--- src/rtl/vio_pkg.sv ---
package vio_pkg;
    // Register addresses decoded by the host port
    localparam logic [7:0] A_IN_VAL  = 8'h00;
    localparam logic [7:0] A_RISE    = 8'h01;
    localparam logic [7:0] A_FALL    = 8'h02;
    localparam logic [7:0] A_OUT_VAL = 8'h03;
    localparam logic [7:0] A_BUSY    = 8'h04;

    // Upper address nibble selecting a per-lane page, lower nibble the lane
    localparam logic [3:0] PG_LEVEL   = 4'h1;
    localparam logic [3:0] PG_PATTERN = 4'h2;

    localparam int unsigned MAX_LANES = 16;
endpackage

--- src/rtl/vio_in_monitor.sv ---
module vio_in_monitor #(
    parameter int unsigned N_IN = 8
) (
    input  logic            clk,
    input  logic            rst_n,
    input  logic [N_IN-1:0] sig_in,
    input  logic            clr_rise,
    input  logic            clr_fall,
    output logic [N_IN-1:0] val_q,
    output logic [N_IN-1:0] rise_q,
    output logic [N_IN-1:0] fall_q
);
    typedef struct packed {
        logic [N_IN-1:0] val;
        logic [N_IN-1:0] rise;
        logic [N_IN-1:0] fall;
    } mon_t;

    mon_t st_d, st_q;
    logic [N_IN-1:0] up_now, dn_now;

    always_comb begin
        up_now     = sig_in & ~st_q.val;
        dn_now     = ~sig_in & st_q.val;
        st_d       = st_q;
        st_d.val   = sig_in;
        // flags reported by a read are dropped, fresh edges survive
        st_d.rise  = (clr_rise ? '0 : st_q.rise) | up_now;
        st_d.fall  = (clr_fall ? '0 : st_q.fall) | dn_now;
    end

    always_ff @(posedge clk) begin
        if (!rst_n) st_q <= '0;
        else        st_q <= st_d;
    end

    assign val_q  = st_q.val;
    assign rise_q = st_q.rise;
    assign fall_q = st_q.fall;

    // a rising flag is never lost without a read of the rise word
    a_r3_rise_sticky: assert property (@(posedge clk) disable iff (!rst_n)
        !clr_rise |=> (($past(rise_q) & ~rise_q) == '0));
    // same for falling flags
    a_r4_fall_sticky: assert property (@(posedge clk) disable iff (!rst_n)
        !clr_fall |=> (($past(fall_q) & ~fall_q) == '0));
    // a flag newly set must coincide with the sampled value rising
    a_r3_rise_cause: assert property (@(posedge clk) disable iff (!rst_n)
        1'b1 |=> ((rise_q & ~$past(rise_q) & ~(val_q & ~$past(val_q))) == '0));
    // a newly set fall flag must coincide with the sampled value falling
    a_r4_fall_cause: assert property (@(posedge clk) disable iff (!rst_n)
        1'b1 |=> ((fall_q & ~$past(fall_q) & ~(~val_q & $past(val_q))) == '0));
endmodule

--- src/rtl/vio_out_lane.sv ---
module vio_out_lane #(
    parameter int unsigned PAT_LEN = 16
) (
    input  logic               clk,
    input  logic               rst_n,
    input  logic               set_lvl,
    input  logic               lvl,
    input  logic               load_pat,
    input  logic [PAT_LEN-1:0] pat,
    output logic               out_q,
    output logic               busy
);
    localparam int unsigned CW = $clog2(PAT_LEN);

    typedef struct packed {
        logic               drv;
        logic [PAT_LEN-1:0] sh;
        logic [CW-1:0]      left;
    } lane_t;

    lane_t st_d, st_q;

    always_comb begin
        st_d = st_q;
        if (load_pat) begin
            st_d.drv  = pat[0];
            st_d.sh   = pat >> 1;
            st_d.left = CW'(PAT_LEN - 1);
        end else if (set_lvl) begin
            st_d.drv  = lvl;
            st_d.sh   = '0;
            st_d.left = '0;
        end else if (st_q.left != '0) begin
            st_d.drv  = st_q.sh[0];
            st_d.sh   = st_q.sh >> 1;
            st_d.left = st_q.left - 1'b1;
        end
    end

    always_ff @(posedge clk) begin
        if (!rst_n) st_q <= '0;
        else        st_q <= st_d;
    end

    assign out_q = st_q.drv;
    assign busy  = (st_q.left != '0);

    // a level write lands on the next edge and stops any playback
    a_r6_level_applied: assert property (@(posedge clk) disable iff (!rst_n)
        (set_lvl && !load_pat) |=> (out_q == $past(lvl)) && !busy);
    // the first pattern bit follows the load edge
    a_r7_first_bit: assert property (@(posedge clk) disable iff (!rst_n)
        load_pat |=> (out_q == $past(pat[0])) && busy);
    // an idle lane with no write keeps its value
    a_r8_hold_idle: assert property (@(posedge clk) disable iff (!rst_n)
        (!busy && !set_lvl && !load_pat) |=> $stable(out_q));
endmodule

--- src/rtl/vio_port_bank.sv ---
module vio_port_bank #(
    parameter int unsigned N_IN    = 8,
    parameter int unsigned N_OUT   = 4,
    parameter int unsigned DW      = 16,
    parameter int unsigned PAT_LEN = 16
) (
    input  logic             clk,
    input  logic             rst_n,
    input  logic [N_IN-1:0]  sync_in,
    output logic [N_OUT-1:0] sync_out,
    input  logic             reg_wr,
    input  logic             reg_rd,
    input  logic [7:0]       reg_addr,
    input  logic [DW-1:0]    reg_wdata,
    output logic [DW-1:0]    reg_rdata
);
    import vio_pkg::*;

    localparam int unsigned LANE_IDX_W = 4;

    initial begin
        if (N_IN > DW || N_OUT > DW || N_OUT > MAX_LANES || PAT_LEN > DW || PAT_LEN < 2)
            $error("vio_port_bank: parameter set out of range");
    end

    typedef struct packed {
        logic [DW-1:0] rdata;
    } host_t;

    host_t st_d, st_q;

    logic [N_IN-1:0]  mon_val, mon_rise, mon_fall;
    logic [N_OUT-1:0] lane_busy, lvl_hit, pat_hit;
    logic             clr_rise, clr_fall;
    logic [DW-1:0]    w_in, w_rise, w_fall, w_out, w_busy;

    assign clr_rise = reg_rd && (reg_addr == A_RISE);
    assign clr_fall = reg_rd && (reg_addr == A_FALL);

    vio_in_monitor #(.N_IN(N_IN)) u_mon (
        .clk      (clk),
        .rst_n    (rst_n),
        .sig_in   (sync_in),
        .clr_rise (clr_rise),
        .clr_fall (clr_fall),
        .val_q    (mon_val),
        .rise_q   (mon_rise),
        .fall_q   (mon_fall)
    );

    for (genvar k = 0; k < N_OUT; k++) begin : g_lane
        assign lvl_hit[k] = reg_wr && (reg_addr[7:4] == PG_LEVEL)
                            && (reg_addr[3:0] == LANE_IDX_W'(k));
        assign pat_hit[k] = reg_wr && (reg_addr[7:4] == PG_PATTERN)
                            && (reg_addr[3:0] == LANE_IDX_W'(k));
        vio_out_lane #(.PAT_LEN(PAT_LEN)) u_lane (
            .clk      (clk),
            .rst_n    (rst_n),
            .set_lvl  (lvl_hit[k]),
            .lvl      (reg_wdata[0]),
            .load_pat (pat_hit[k]),
            .pat      (reg_wdata[PAT_LEN-1:0]),
            .out_q    (sync_out[k]),
            .busy     (lane_busy[k])
        );
    end

    always_comb begin
        w_in   = '0;  w_in[N_IN-1:0]    = mon_val;
        w_rise = '0;  w_rise[N_IN-1:0]  = mon_rise;
        w_fall = '0;  w_fall[N_IN-1:0]  = mon_fall;
        w_out  = '0;  w_out[N_OUT-1:0]  = sync_out;
        w_busy = '0;  w_busy[N_OUT-1:0] = lane_busy;
    end

    always_comb begin
        st_d = st_q;
        if (reg_rd) begin
            unique case (reg_addr)
                A_IN_VAL:  st_d.rdata = w_in;
                A_RISE:    st_d.rdata = w_rise;
                A_FALL:    st_d.rdata = w_fall;
                A_OUT_VAL: st_d.rdata = w_out;
                A_BUSY:    st_d.rdata = w_busy;
                default:   st_d.rdata = '0;
            endcase
        end
    end

    always_ff @(posedge clk) begin
        if (!rst_n) st_q <= '0;
        else        st_q <= st_d;
    end

    assign reg_rdata = st_q.rdata;

    // read data only moves on a read strobe
    a_r11_rdata_hold: assert property (@(posedge clk) disable iff (!rst_n)
        !reg_rd |=> $stable(reg_rdata));
    // reading the rise word leaves the fall flags intact
    a_r5_fall_kept: assert property (@(posedge clk) disable iff (!rst_n)
        clr_rise |=> (($past(mon_fall) & ~mon_fall) == '0));
    // a write outside the lane pages never moves the outputs of idle lanes
    a_r10_no_stray_write: assert property (@(posedge clk) disable iff (!rst_n)
        (reg_wr && reg_addr[7:4] != PG_LEVEL && reg_addr[7:4] != PG_PATTERN
         && lane_busy == '0) |=> $stable(sync_out));
endmodule

--- config.mk ---
export PLATFORM = sky130hd
export DESIGN_NAME = vio_port_bank
export DESIGN_NICKNAME = d
export VERILOG_FILES = /design/src/rtl/vio_pkg.sv /design/src/rtl/vio_in_monitor.sv /design/src/rtl/vio_out_lane.sv /design/src/rtl/vio_port_bank.sv
export SDC_FILE = /design/constraint.sdc
export NUM_CORES = 1
export LEC_CHECK = 0
export BUFFER_PORTS_ARGS = -buffer_cell sky130_fd_sc_hd__clkbuf_2
export CAP_MARGIN = 20
export CORE_MARGIN = 4
export CORE_UTILIZATION = 35
export CTS_CLUSTER_SIZE = 12
export DETAILED_ROUTE_END_ITERATION = 8
export PLACE_DENSITY = 0.56
export SLEW_MARGIN = 10
export SYNTH_ARGS = -nofsm -noshare
export SYNTH_HDL_FRONTEND = slang
export SYNTH_SLANG_ARGS = --single-unit
--- constraint.sdc ---
create_clock -name clk -period 2.6 [get_ports clk]
set_clock_uncertainty 0.1 [all_clocks]
set_input_delay 0.39 -clock clk [delete_from_list [all_inputs] [get_ports clk]]
set_output_delay 0.39 -clock clk [all_outputs]
set_load 0.05 [all_outputs]
==> flow_summary.json <==
{
  "route.detailed.drc": 0,
  "min_period_over_period": 0.752,
  "setup_slack_ns": 0.646,
  "p_total_mw": 6.63,
  "gp_congestion": 0.846,
  "wl_per_cell_um": 15.4,
  "status": "finished, final reports clean",
  "use_met3": 0.0382,
  "start_kind": "input port",
  "dp_slack_ns": 0.290,
  "tightest_slew_ns": 0.897,
  "die_area_um2": 17100,
  "yosys.area.top_type_share": 0.426,
  "hold_class": "in2reg",
  "syn_avg_cell_area_um2": 8.88,
  "irDropWorstVdd_mv": 0.473,
  "drive_gt1_frac": 0.168,
  "core_um2": 14600,
  "viasPerCell": 5.32,
  "finalHoldViolCount": 0,
  "grtUsageMet2": 0.258,
  "antenna_left": 0,
  "netlist_area_um2": 5260,
  "clk_latency_ns": 0.35,
  "cts.clk_slew.worst_paths_ns": 0.07,
  "maxCapViolCount": 0,
  "async_reset_ff_frac": 0,
  "cp_max_fo": 14,
  "p_leak_nw": 2.38,
  "cts_buffers": 9,
  "period_minus_slack_ns": 1.95,
  "synth_seq_cells": 112,
  "cts_tree": "yes",
  "slew_headroom": 0.399,
  "die_h_um": 131,
  "htree_levels": 3,
  "row_count": 44,
  "portBuffers": 47,
  "cts_buffer_depth": 2,
  "grt_max_degree": 46,
  "cts_hold_buf": 0,
  "synthTopCellsByCount": "dfxtp_1, nor2_1, o22ai_1",
  "hold_ws_ns": 0.194,
  "utilization": 0.404,
  "clock-root-buffer": "clkbuf_16",
  "wl_um": 12600,
  "rsz0062_at_grt": "no",
  "io_pins": 56,
  "report.final.slew_viol_count": 0,
  "dp_hpwl_um": 9120,
  "ys.flop_type": "dfxtp_1",
  "track_usage": 0.152,
  "gr-usage-met1": 0.193,
  "die_x_um": 131,
  "drtIter0Drc": 212,
  "antenna_found_initial": 0,
  "design_area_um2": 5920,
  "vias": 4339,
  "grt_overflow_total": 0,
  "arrival_ns": 2.10,
  "clock.fmax_mhz": 512,
  "initial_core_util": 0.359,
  "syn_inst": 593,
  "cts_setup_buffers": 0,
  "num_antenna_cells": 0,
  "area_delta_synth_final_pct": 12.5,
  "nets": 670,
  "yosys.area.top_type": "dfxtp_1",
  "dp.cells": 800,
  "ys_seq_area_frac": 0.426,
  "crit_type": "in2reg",
  "cts_resized": 0,
  "worstPathRequired_ns": 2.75,
  "final.setup.tns_ns": 0,
  "ys_warn_count": 0,
  "finalSetupViolations": 0,
  "powerDensity_nw_per_um2": 1120,
  "fin_cells": 815,
  "grt.busiest_layer": "met2",
  "drt-pass1-iter-count": 5,
  "post_dp_cell_area_um2": 5630,
  "synth_edf_count": 0,
  "cts.sink_count": 112,
  "synth.distinct_cells": 59,
  "grt_first_pass_wirelength_um": 20600,
  "synth_area_leaders": "dfxtp_1, nor2_1, o21a_1",
  "synthMostInstantiatedCell": "dfxtp_1",
  "end_kind": "flip-flop",
  "grt_pass1_vias": 4076
}
==> routing by layer <==
| layer | wire, µm | vias to the layer above |
|---|---|---|
| met1 | 5700 | 2061 |
| met4 | 102 | 0 |
| met5 | 0 | - |
| met3 | 582 | 9 |
| li1 | - | 2176 |
| met2 | 6190 | 93 |
==> area by class of cell <==
type / count / area, µm²
clock inverters: 6 / 68.8
repair buffers: 64 / 375
flip-flops and latches: 112 / 2240
multi-input cells: 419 / 2700
well taps: 184 / 230
inverters: 21 / 78.8
clock buffers: 9 / 225
fillers: 1450 / 8720
==> path summary, 6_finish.rpt <==
check	cells after the start	slack [ns]	startpoint	to
max	5	0.65	reg_addr[7]	g_lane[1].u_lane.st_q[15]
min	2	0.19	sync_in[4]	u_mon.val_q[4]
max reg2reg	7	0.73	g_lane[1].u_lane.st_q[0]	g_lane[1].u_lane.st_q[0]
min reg2reg	1	0.37	g_lane[2].u_lane.st_q[10]	g_lane[2].u_lane.st_q[10]
==> worst max-delay path: stages <==
cell and delay [ns]:
clkbuf_2 0.11, or3b_1 0.62, o31ai_4 0.68, o22ai_1 0.15, o21a_1 0.14
==> power by group <==
| group | total [mW] | internal [mW] | switching (mW) |
|---|---|---|---|
| Clock | 1.38 | 0.747 | 0.631 |
| Sequential | 2.49 | 2.21 | 0.282 |
| Combinational | 2.76 | 1.23 | 1.52 |
| Total | 6.63 | 4.19 | 2.44 |
==> cell usage in the layout (no fill, tap or decap), types with 7 or more instances in the layout <==
cell type | netlist | final
and2_1 | 8 | 8
ha_1 | 7 | 7
inv_1 | 20 | 20
nand3_1 | 14 | 14
clkbuf_2 | 0 | 47
o21ai_1 | 17 | 17
a2bb2oi_1 | 22 | 22
o21a_1 | 42 | 42
nand2_1 | 42 | 42
nor2_1 | 94 | 94
clkbuf_16 | 0 | 9
a22o_1 | 8 | 8
xor2_1 | 7 | 7
conb_1 | 1 | 8
a21oi_1 | 22 | 22
buf_4 | 16 | 16
o22ai_1 | 45 | 45
mux2i_1 | 10 | 10
o21ai_0 | 7 | 7
dfxtp_1 | 112 | 112
==> cells by family (layout without fill, tap and decap cells) <==
group / count (synthesis) / count (layout) / share of synthesized area
other: 1 / 8 / 0.000712
AO/OA/AOI/OAI: 188 / 188 / 0.259
adder cells (fa/ha/maj): 7 / 7 / 0.0166
multiplexers: 12 / 12 / 0.0233
AND/OR/NAND/NOR: 194 / 194 / 0.186
XOR/XNOR: 10 / 10 / 0.0202
flip-flops: 112 / 112 / 0.426
buffers and inverters: 69 / 100 / 0.0680
==> state kept, by name (all words and copies together) (netlist names) <==
signal and flops:
u_mon.rise_q 8, g_lane.u_lane.out_q 4, reg_rdata 8, g_lane.u_lane.st_q 76, u_mon.fall_q 8, u_mon.val_q 8
Note: power is estimated with default switching activity, not from simulation.
